## src/rtl/nco_pkg.sv

```systemverilog
`timescale 1ns/1ps
package nco_pkg;
  localparam int unsigned N_FTW      = 2;
  localparam int unsigned N_PHS      = 4;
  localparam int unsigned FSEL_W     = $clog2(N_FTW);
  localparam int unsigned PSEL_W     = $clog2(N_PHS);
  localparam int unsigned SYNC_DEPTH = 2;

  typedef struct packed {
    logic sleep;
    logic hold_rst;
    logic clr;
  } nco_ctrl_t;
endpackage

```

## src/rtl/nco_sync.sv

```systemverilog
`timescale 1ns/1ps
module nco_sync #(
  parameter int unsigned W      = 1,
  parameter int unsigned STAGES = 2
) (
  input  logic         clk_i,
  input  logic         rst_ni,
  input  logic [W-1:0] d_i,
  output logic [W-1:0] q_o
);
  logic [STAGES-1:0][W-1:0] stg_q;

  always_ff @(posedge clk_i or negedge rst_ni) begin
    if (!rst_ni) begin
      stg_q <= '0;
    end else begin
      stg_q[0] <= d_i;
      for (int i = 1; i < STAGES; i++) stg_q[i] <= stg_q[i-1];
    end
  end

  assign q_o = stg_q[STAGES-1];
endmodule

```

## src/rtl/nco_sel_src.sv

```systemverilog
`timescale 1ns/1ps
module nco_sel_src #(
  parameter int unsigned FSEL_W     = 1,
  parameter int unsigned PSEL_W     = 2,
  parameter int unsigned SYNC_DEPTH = 2
) (
  input  logic              clk_i,
  input  logic              rst_ni,
  input  logic              src_pin_i,
  input  logic [FSEL_W-1:0] fsel_pin_i,
  input  logic [PSEL_W-1:0] psel_pin_i,
  input  logic [FSEL_W-1:0] fsel_reg_i,
  input  logic [PSEL_W-1:0] psel_reg_i,
  output logic [FSEL_W-1:0] fsel_o,
  output logic [PSEL_W-1:0] psel_o
);
  localparam int unsigned SEL_W = FSEL_W + PSEL_W;

  logic [SEL_W-1:0] pin_raw, pin_sync;

  assign pin_raw = {fsel_pin_i, psel_pin_i};

  generate
    if (SYNC_DEPTH > 0) begin : g_sync
      nco_sync #(.W(SEL_W), .STAGES(SYNC_DEPTH)) u_sync (
        .clk_i  (clk_i),
        .rst_ni (rst_ni),
        .d_i    (pin_raw),
        .q_o    (pin_sync)
      );
    end else begin : g_nosync
      assign pin_sync = pin_raw;
    end
  endgenerate

  assign fsel_o = src_pin_i ? pin_sync[SEL_W-1 -: FSEL_W] : fsel_reg_i;
  assign psel_o = src_pin_i ? pin_sync[PSEL_W-1:0]       : psel_reg_i;
endmodule

```

## src/rtl/nco_accum.sv

```systemverilog
`timescale 1ns/1ps
module nco_accum
  import nco_pkg::*;
#(
  parameter int unsigned ACC_W = 32,
  parameter int unsigned PHS_W = 12
) (
  input  logic                         clk_i,
  input  logic                         rst_ni,
  input  logic [N_FTW-1:0][ACC_W-1:0]  ftw_i,
  input  logic [N_PHS-1:0][PHS_W-1:0]  phs_i,
  input  logic [FSEL_W-1:0]            fsel_i,
  input  logic [PSEL_W-1:0]            psel_i,
  input  nco_ctrl_t                    ctrl_i,
  output logic [ACC_W-1:0]             acc_o,
  output logic [PHS_W-1:0]             phase_o,
  output logic                         out_en_o
);
  logic [ACC_W-1:0] acc_q;
  logic [PHS_W-1:0] ph_q, ph_sum;
  logic             en_q;

  // offset applies to the accumulator MSBs only
  assign ph_sum = acc_q[ACC_W-1 -: PHS_W] + phs_i[psel_i];

  always_ff @(posedge clk_i or negedge rst_ni) begin
    if (!rst_ni) begin
      acc_q <= '0;
      ph_q  <= '0;
      en_q  <= 1'b0;
    end else begin
      if (ctrl_i.hold_rst)   acc_q <= '0;
      else if (!ctrl_i.sleep) acc_q <= acc_q + ftw_i[fsel_i];
      ph_q <= ctrl_i.clr ? '0 : ph_sum;
      en_q <= ~(ctrl_i.sleep | ctrl_i.hold_rst | ctrl_i.clr);
    end
  end

  assign acc_o    = acc_q;
  assign phase_o  = ph_q;
  assign out_en_o = en_q;

  p_reset_zero_r6: assert property (@(posedge clk_i) disable iff (!rst_ni)
    ctrl_i.hold_rst |=> (acc_o == '0));

  p_sleep_hold_r7: assert property (@(posedge clk_i) disable iff (!rst_ni)
    (ctrl_i.sleep && !ctrl_i.hold_rst) |=> $stable(acc_o));

  p_clear_zero_r8: assert property (@(posedge clk_i) disable iff (!rst_ni)
    ctrl_i.clr |=> (phase_o == '0));

  p_out_off_r9: assert property (@(posedge clk_i) disable iff (!rst_ni)
    (ctrl_i.sleep || ctrl_i.hold_rst || ctrl_i.clr) |=> !out_en_o);

  p_out_on_r9: assert property (@(posedge clk_i) disable iff (!rst_ni)
    !(ctrl_i.sleep || ctrl_i.hold_rst || ctrl_i.clr) |=> out_en_o);
endmodule

```

## src/rtl/nco_core.sv

```systemverilog
`timescale 1ns/1ps
module nco_core
  import nco_pkg::*;
#(
  parameter int unsigned ACC_W = 32,
  parameter int unsigned PHS_W = 12
) (
  input  logic             clk_i,
  input  logic             rst_ni,
  input  logic [ACC_W-1:0] ftw0_i,
  input  logic [ACC_W-1:0] ftw1_i,
  input  logic [PHS_W-1:0] phs0_i,
  input  logic [PHS_W-1:0] phs1_i,
  input  logic [PHS_W-1:0] phs2_i,
  input  logic [PHS_W-1:0] phs3_i,
  input  logic             src_pin_i,
  input  logic             fsel_pin_i,
  input  logic [1:0]       psel_pin_i,
  input  logic             fsel_reg_i,
  input  logic [1:0]       psel_reg_i,
  input  logic             sleep_i,
  input  logic             reset_i,
  input  logic             clear_i,
  output logic [ACC_W-1:0] acc_o,
  output logic [PHS_W-1:0] phase_o,
  output logic             out_en_o
);
  logic [N_FTW-1:0][ACC_W-1:0] ftw;
  logic [N_PHS-1:0][PHS_W-1:0] phs;
  logic [FSEL_W-1:0]           fsel;
  logic [PSEL_W-1:0]           psel;
  nco_ctrl_t                   ctrl;

  assign ftw  = {ftw1_i, ftw0_i};
  assign phs  = {phs3_i, phs2_i, phs1_i, phs0_i};
  assign ctrl = '{sleep: sleep_i, hold_rst: reset_i, clr: clear_i};

  nco_sel_src #(.FSEL_W(FSEL_W), .PSEL_W(PSEL_W), .SYNC_DEPTH(SYNC_DEPTH)) u_sel (
    .clk_i      (clk_i),
    .rst_ni     (rst_ni),
    .src_pin_i  (src_pin_i),
    .fsel_pin_i (fsel_pin_i),
    .psel_pin_i (psel_pin_i),
    .fsel_reg_i (fsel_reg_i),
    .psel_reg_i (psel_reg_i),
    .fsel_o     (fsel),
    .psel_o     (psel)
  );

  nco_accum #(.ACC_W(ACC_W), .PHS_W(PHS_W)) u_acc (
    .clk_i    (clk_i),
    .rst_ni   (rst_ni),
    .ftw_i    (ftw),
    .phs_i    (phs),
    .fsel_i   (fsel),
    .psel_i   (psel),
    .ctrl_i   (ctrl),
    .acc_o    (acc_o),
    .phase_o  (phase_o),
    .out_en_o (out_en_o)
  );
endmodule

```

## config.mk

```make
export PLATFORM = sky130hd
export DESIGN_NAME = nco_core
export DESIGN_NICKNAME = d
export VERILOG_FILES = /design/src/rtl/nco_pkg.sv /design/src/rtl/nco_sync.sv /design/src/rtl/nco_sel_src.sv /design/src/rtl/nco_accum.sv /design/src/rtl/nco_core.sv
export SDC_FILE = /design/constraint.sdc
export NUM_CORES = 1
export LEC_CHECK = 0
export BUFFER_PORTS_ARGS = -buffer_cell sky130_fd_sc_hd__buf_2
export CAP_MARGIN = 20
export CELL_PAD_IN_SITES_DETAIL_PLACEMENT = 1
export CELL_PAD_IN_SITES_GLOBAL_PLACEMENT = 1
export CORE_ASPECT_RATIO = 0.7
export CORE_MARGIN = 4
export CORE_UTILIZATION = 34
export DETAILED_ROUTE_END_ITERATION = 6
export PLACE_DENSITY = 0.83
export SLEW_MARGIN = 15
export SYNTH_ARGS = -nofsm -noshare
export SYNTH_HDL_FRONTEND = slang
export SYNTH_SLANG_ARGS = --single-unit
```

## constraint.sdc

```tcl
create_clock -name clk_i -period 11.15 [get_ports clk_i]
set_clock_uncertainty 0.15 [all_clocks]
set_input_delay 0.5575 -clock clk_i [delete_from_list [all_inputs] [get_ports clk_i]]
set_output_delay 0.5575 -clock clk_i [all_outputs]
set_load 0.05 [all_outputs]
```

=== Yosys cells after proc, flatten, opt, wreduce, memory -nomap -nowiden ===
Cells that the tools add are included.

* Memories: 0
* Output and inout port bits: 45
* Register bits: 51
* Bits of input ports: 124
* Logic and storage cells: 22
* Memory bits (writable): 0
* Bits in latches: 0
* Memory bits (read-only): 0

* Equal/unequal tests: 1
* Bitwise operators: 3
* Div/mod/pow operators: 0
* Shifts and indexed selects: 0
* Reductions and logical operators: 0
* Add/subtract/negate cells: 2
* Muxes and demuxes: 9
* $mul: 0
* Magnitude comparators: 2

{| class="wikitable"
|+ Operator list
! cell !! count
|-
| $mux 32 || 4
|-
| $add 32x32->32 || 1
|-
| $bmux 12 s2 || 1
|-
| $mux 12 || 2
|-
| $add 12x12->12 || 1
|-
| $lt 2x3->1 const B || 1
|-
| $lt 1x2->1 const B || 1
|-
| $mux 2 || 1
|-
| $ne 2x2->1 const B || 1
|-
| $or 1x1->1 || 2
|-
| $mux 1 || 1
|-
| $not 1->1 || 1
|}

=== Logic depth before layout (Yosys ltp) ===
* Word-level depth: 6
* Depth in mapped cells: 16
* Gate-level depth less buffers: 15

=== Modules after synthesis ===
Synthesis repeated with hierarchy kept, for this count alone.

* Cell total of the unflattened synthesis: 514
* Area total of the unflattened synthesis: 4778.3 µm²

{| class="wikitable"
|+ By module, submodules not included
! module !! cells an instance !! sequential area each (µm²) !! area an instance (µm²) !! times used
|-
| nco_accum || 502 || 1126.1 || 4571.9 || 1
|-
| nco_sync || 9 || 150.1 || 172.7 || 1
|-
| nco_sel_src || 3 || 0.0 || 33.8 || 1
|}

=== Least setup slack after synthesis ===
No wires, ideal clock.

* Path kind: input port to flip-flop
* Start point: input src_pin_i
* End point: register u_acc.ph_q[10] (netlist: u_acc.phase_o[10])
* Arrival: 3961 ps
* Buffers on the path: 1
* Required time: 10875 ps
* Cell stages on the path: 16
* Setup time: 125 ps
* Slack: 6915 ps
* Path through: mux2i_1 -> clkbuf_1 -> mux4_2 -> ha_1 -> inv_1 -> fa_1 -> nor2b_1 -> o21ai_0 -> a21boi_0 -> o21ai_0 -> a21boi_0 -> o21ai_0 -> nand2b_1 -> a21o_1 -> a21oi_1 -> mux2_2

* Cells in the longest elaborated chain, start to end: 5

{| class="wikitable"
|+ RTL lines
! what !! RTL line !! text
|-
| from (decl) || nco_core.sv:16 || <nowiki>input logic src_pin_i,</nowiki>
|-
| $mux 2 || nco_sel_src.sv:37 || <nowiki>assign psel_o = src_pin_i ? pin_sync[PSEL_W-1:0] : psel_reg_i;</nowiki>
|-
| $bmux 12 s2 || nco_accum.sv:24 || <nowiki>assign ph_sum = acc_q[ACC_W-1 -: PHS_W] + phs_i[psel_i];</nowiki>
|-
| $mux 12 (not written as such) || nco_accum.sv:24 ||
|-
| $add 12x12->12 || nco_accum.sv:24 ||
|-
| $mux 12 || nco_accum.sv:34 || <nowiki>ph_q <= ctrl_i.clr ? '0 : ph_sum;</nowiki>
|-
| to (signal assigned) || nco_accum.sv:34 ||
|-
| to (decl) || nco_accum.sv:20 || <nowiki>logic [PHS_W-1:0] ph_q, ph_sum;</nowiki>
|}

Every way passes these cells. The select of a mux whose other input is x is not followed.
A chain may end at the register's enable or synchronous reset.

=== Worst setup path in the final report ===
* Start point: input src_pin_i
* End point: register u_acc.acc_q[31] (netlist: u_acc.acc_o[31])

* Cells in the longest elaborated chain, start to end: 6

{| class="wikitable"
|+ RTL lines
! what !! RTL line !! text
|-
| $mux 1 || nco_sel_src.sv:36 || <nowiki>assign fsel_o = src_pin_i ? pin_sync[SEL_W-1 -: FSEL_W] : fsel_reg_i;</nowiki>
|-
| $mux 32 (not written as such) (2 in a row) || nco_accum.sv:33 || <nowiki>else if (!ctrl_i.sleep) acc_q <= acc_q + ftw_i[fsel_i];</nowiki>
|-
| $add 32x32->32 || nco_accum.sv:33 ||
|-
| $mux 32 || nco_accum.sv:33 ||
|-
| $mux 32 || nco_accum.sv:32 || <nowiki>if (ctrl_i.hold_rst) acc_q <= '0;</nowiki>
|-
| to (signal assigned) || nco_accum.sv:33 ||
|-
| to (decl) || nco_accum.sv:19 || <nowiki>logic [ACC_W-1:0] acc_q;</nowiki>
|}

Every way passes these cells. The select of a mux whose other input is x is not followed.

==> metrics.cfg <==
[logic_synthesis]
number_of_library_cell_types_mapped_by_synthesis=52
yosysTopAreaCellShare_pct=28.6
mappedNetlistArea_um2=4470
synth-seq-cells=51
synthesis.instances=479
synth_seq_area_share_pct=28.6
synth.area.top_cells=dfrtp_1, ha_1, mux2_2
synthFlopType=dfrtp_1
syn_nets=654
number_of_flops_mapped_to_enable_cells_by_yosys=0
syn_area_per_cell_um2=9.32
library_cell_with_the_largest_summed_area_after_synthesis=dfrtp_1
synth-warning-count=0
synth-async-reset-ratio_pct=100

[power_and_ir_drop]
vdd_drop_max_v=0.0000701
cellPowerDensity_nw_per_um2=167
power.leakage_nw=2.92
finalPower_mw=0.941

[timing]
tns_ns=0
setup_viol=0
worst-slew-pin-transition_ns=0.785
report.final.slew_viol_count=0
slew-limit-headroom_pct=47.7
final_period_minus_worst_setup_slack_ns=4.40
grt_setup_unrepaired=no
maxClockFrequency_mhz=227
hold_violations=0
layout_worst_path_cycle_share_pct=39.4

[cts]
h-tree-depth=2
post_cts_hold_buffer_count=0
post_cts.resized_instances=0
clock_sink_count=51
setup_fix_buffers_added_after_clock_tree_synthesis=0
clk_latency_ns=0.30
numCtsBuffers=5
clk_transition_reported_paths_ns=0.08
cts_tree=done
max-clock-path-buffers=2
ctsRootBufferMaster=clkbuf_16

[drt]
drt_iter0_markers=167
routedWlPerCell_um=18.6
detail_route.vias_per_cell=5.41
final_routed_drc_violation_total=0
route.vias.total=4336
drt-total-wl_um=14900
drtAntennaViolNets=0
number_of_optimization_iterations_in_the_first_detailed_route_pass=4

[cells_and_area]
final_cell_count_no_fill=802
final_cell_mix=buf_2, a21oi_1, dfrtp_1
fillCellCount=1527
most_common_library_cell_in_the_layout_ignoring_fill_and_taps=buf_2
design.final.nets=814
final-seq-area_um2=1280
flow.area_growth_from_synthesis_pct=26.1
final_layout_size_suffix_gt1_share_pct=35.8
multi_input_area_um2=3090
antennaDiodeCount=0

[grt]
globalRoute.totalOverflow=0
groute.usage.overall_pct=19.8
grt_pass1_vias=4723
grt_max_degree=52
grt_pass1_wl_um=24500
number_of_antenna_violations_at_the_first_check_in_global_routing=1

[floorplan]
die_h_um=104
initial_core_util_pct=35.3
core.rowCount=34
die-width_um=145
die_area_um2=15100
design.portCount=169
coreArea_um2=12600

[worst_setup_path]
crit-reg2reg-launch=u_sel.g_sync.u_sync.q_o[2]
worstSetupPathType=in -> reg
worst-path-buf-inv=2
critical_path.max_fanout=32
timing.critical_path.cells=buf_2 -> mux2i_4 -> buf_4 -> mux2_2 -> ha_1 -> a21o_1 -> a221oi_2 -> o22a_1 -> o21ai_1 -> a311o_1 -> o21ai_2 -> o311ai_1 -> xor2_1 -> or3_1 -> a21oi_1
worst-endpoint-required_ns=11.22
r2r_slack_ns=6.87
cp_peak_stage_delay_ns=0.43
worst-endpoint-arrival_ns=4.47
critical_path.slowest_cell=a221oi_2
critPathLaunchType=input port
r2r-end=u_acc.acc_o[31]
critPathTopFamily=compound AO/OA/AOI/OAI gates
timing.reg2reg.worst_path_depth=14
worstSetupEndpointType=register

[placement]
placed_cells=794
io_buffers=168
place.gp.congestion=0.872
place_hpwl_um=11900

[run]
maxCapViolations=0

[min_path]
whs_path_depth=0
hold_end=u_sel.g_sync.u_sync.q_o[1]
hold_path.class=reg -> reg
min_from=u_sel.g_sync.u_sync.stg_q[1]

[run_status]
run_status=complete, no violations

-- logic make-up (layout without fill, tap and decap cells) --
group	after synthesis	in the layout	synth area share, %
simple gates	125	125	12.6
flops	51	51	28.6
fa+ha+maj	51	51	14.6
buf+inv	32	193	2.69
compound gates	134	134	18.9
mux	52	52	15.9
xor+xnor	34	34	6.67
-- through the flow --
stage | hold slack [ns] | util, % | cell area, µm² | setup WS, ns
6_report | 0.205 | 44.6 | 5630 | 6.75
5_1_grt | 0.195 | 44.6 | 5630 | 6.50
4_1_cts | 0.197 | 44.6 | 5630 | 6.73
3_5_place_dp | 0.198 | 43.4 | 5480 | 6.41
3_3_place_gp | 0.182 | 43.4 | 5480 | 6.58
2_1_floorplan | 0.112 | - | 4470 | 6.91
-- synth_stat cells, types with 3 or more instances --
master	number
a211oi_1	3
a21boi_0	3
a21o_1	22
a21oi_1	53
a31oi_1	3
and2_1	3
and3_1	4
buf_1	3
clkbuf_1	16
dfrtp_1	51
ha_1	49
inv_1	12
mux2_2	32
mux2i_1	8
mux4_2	12
nand2_1	40
nand2b_1	3
nand3_1	4
nand4_1	6
nor2_1	42
nor2b_1	11
nor3_1	7
o211ai_1	3
o21ai_0	21
o21bai_1	4
or3_1	3
xnor2_1	24
xor2_1	10
-- sequential cells by signal, summed over array words and instances, names as in the netlist --
register                   flops
u_acc.phase_o                 12
u_sel.g_sync.u_sync.stg_q      3
u_acc.out_en_o                 1
u_sel.g_sync.u_sync.q_o        3
u_acc.acc_o                   32
-- report_power, final --
group | internal (mW) | switching [mW] | total, mW
Clock | 0.0844 | 0.0787 | 0.163
Sequential | 0.217 | 0.0332 | 0.251
Combinational | 0.196 | 0.332 | 0.527
-- routing by layer --
metal	global-route usage, %	part of all wire, %	vias to the layer above
met3	4.53	6.6	11
met5	0	0.047	-
met2	33.1	47	109
met4	3.66	0.85	2
met1	26.6	45	2138
li1	-	-	2076
-- final cells by class --
class | instances | area share (%)
multi-input cells | 396 | 54.8
flip-flops and latches | 51 | 22.7
repair buffers | 172 | 15.5
well taps | 162 | 3.60
clock buffers | 5 | 2.22
inverters | 13 | 0.866
clock inverters | 3 | 0.400
-- how the worst max path moves through the flow --
stage,from,endpoint,slack (ns),cells after the start
after global routing,src_pin_i,u_acc.acc_o[31],6.50,15
after floorplan,src_pin_i,u_acc.phase_o[10],6.91,16
after detailed placement,src_pin_i,u_acc.acc_o[31],6.41,15
final,src_pin_i,u_acc.acc_o[31],6.75,15
after global placement,src_pin_i,u_acc.acc_o[31],6.58,15
after CTS,src_pin_i,u_acc.acc_o[31],6.73,15
(Power assumes the default switching activity.)
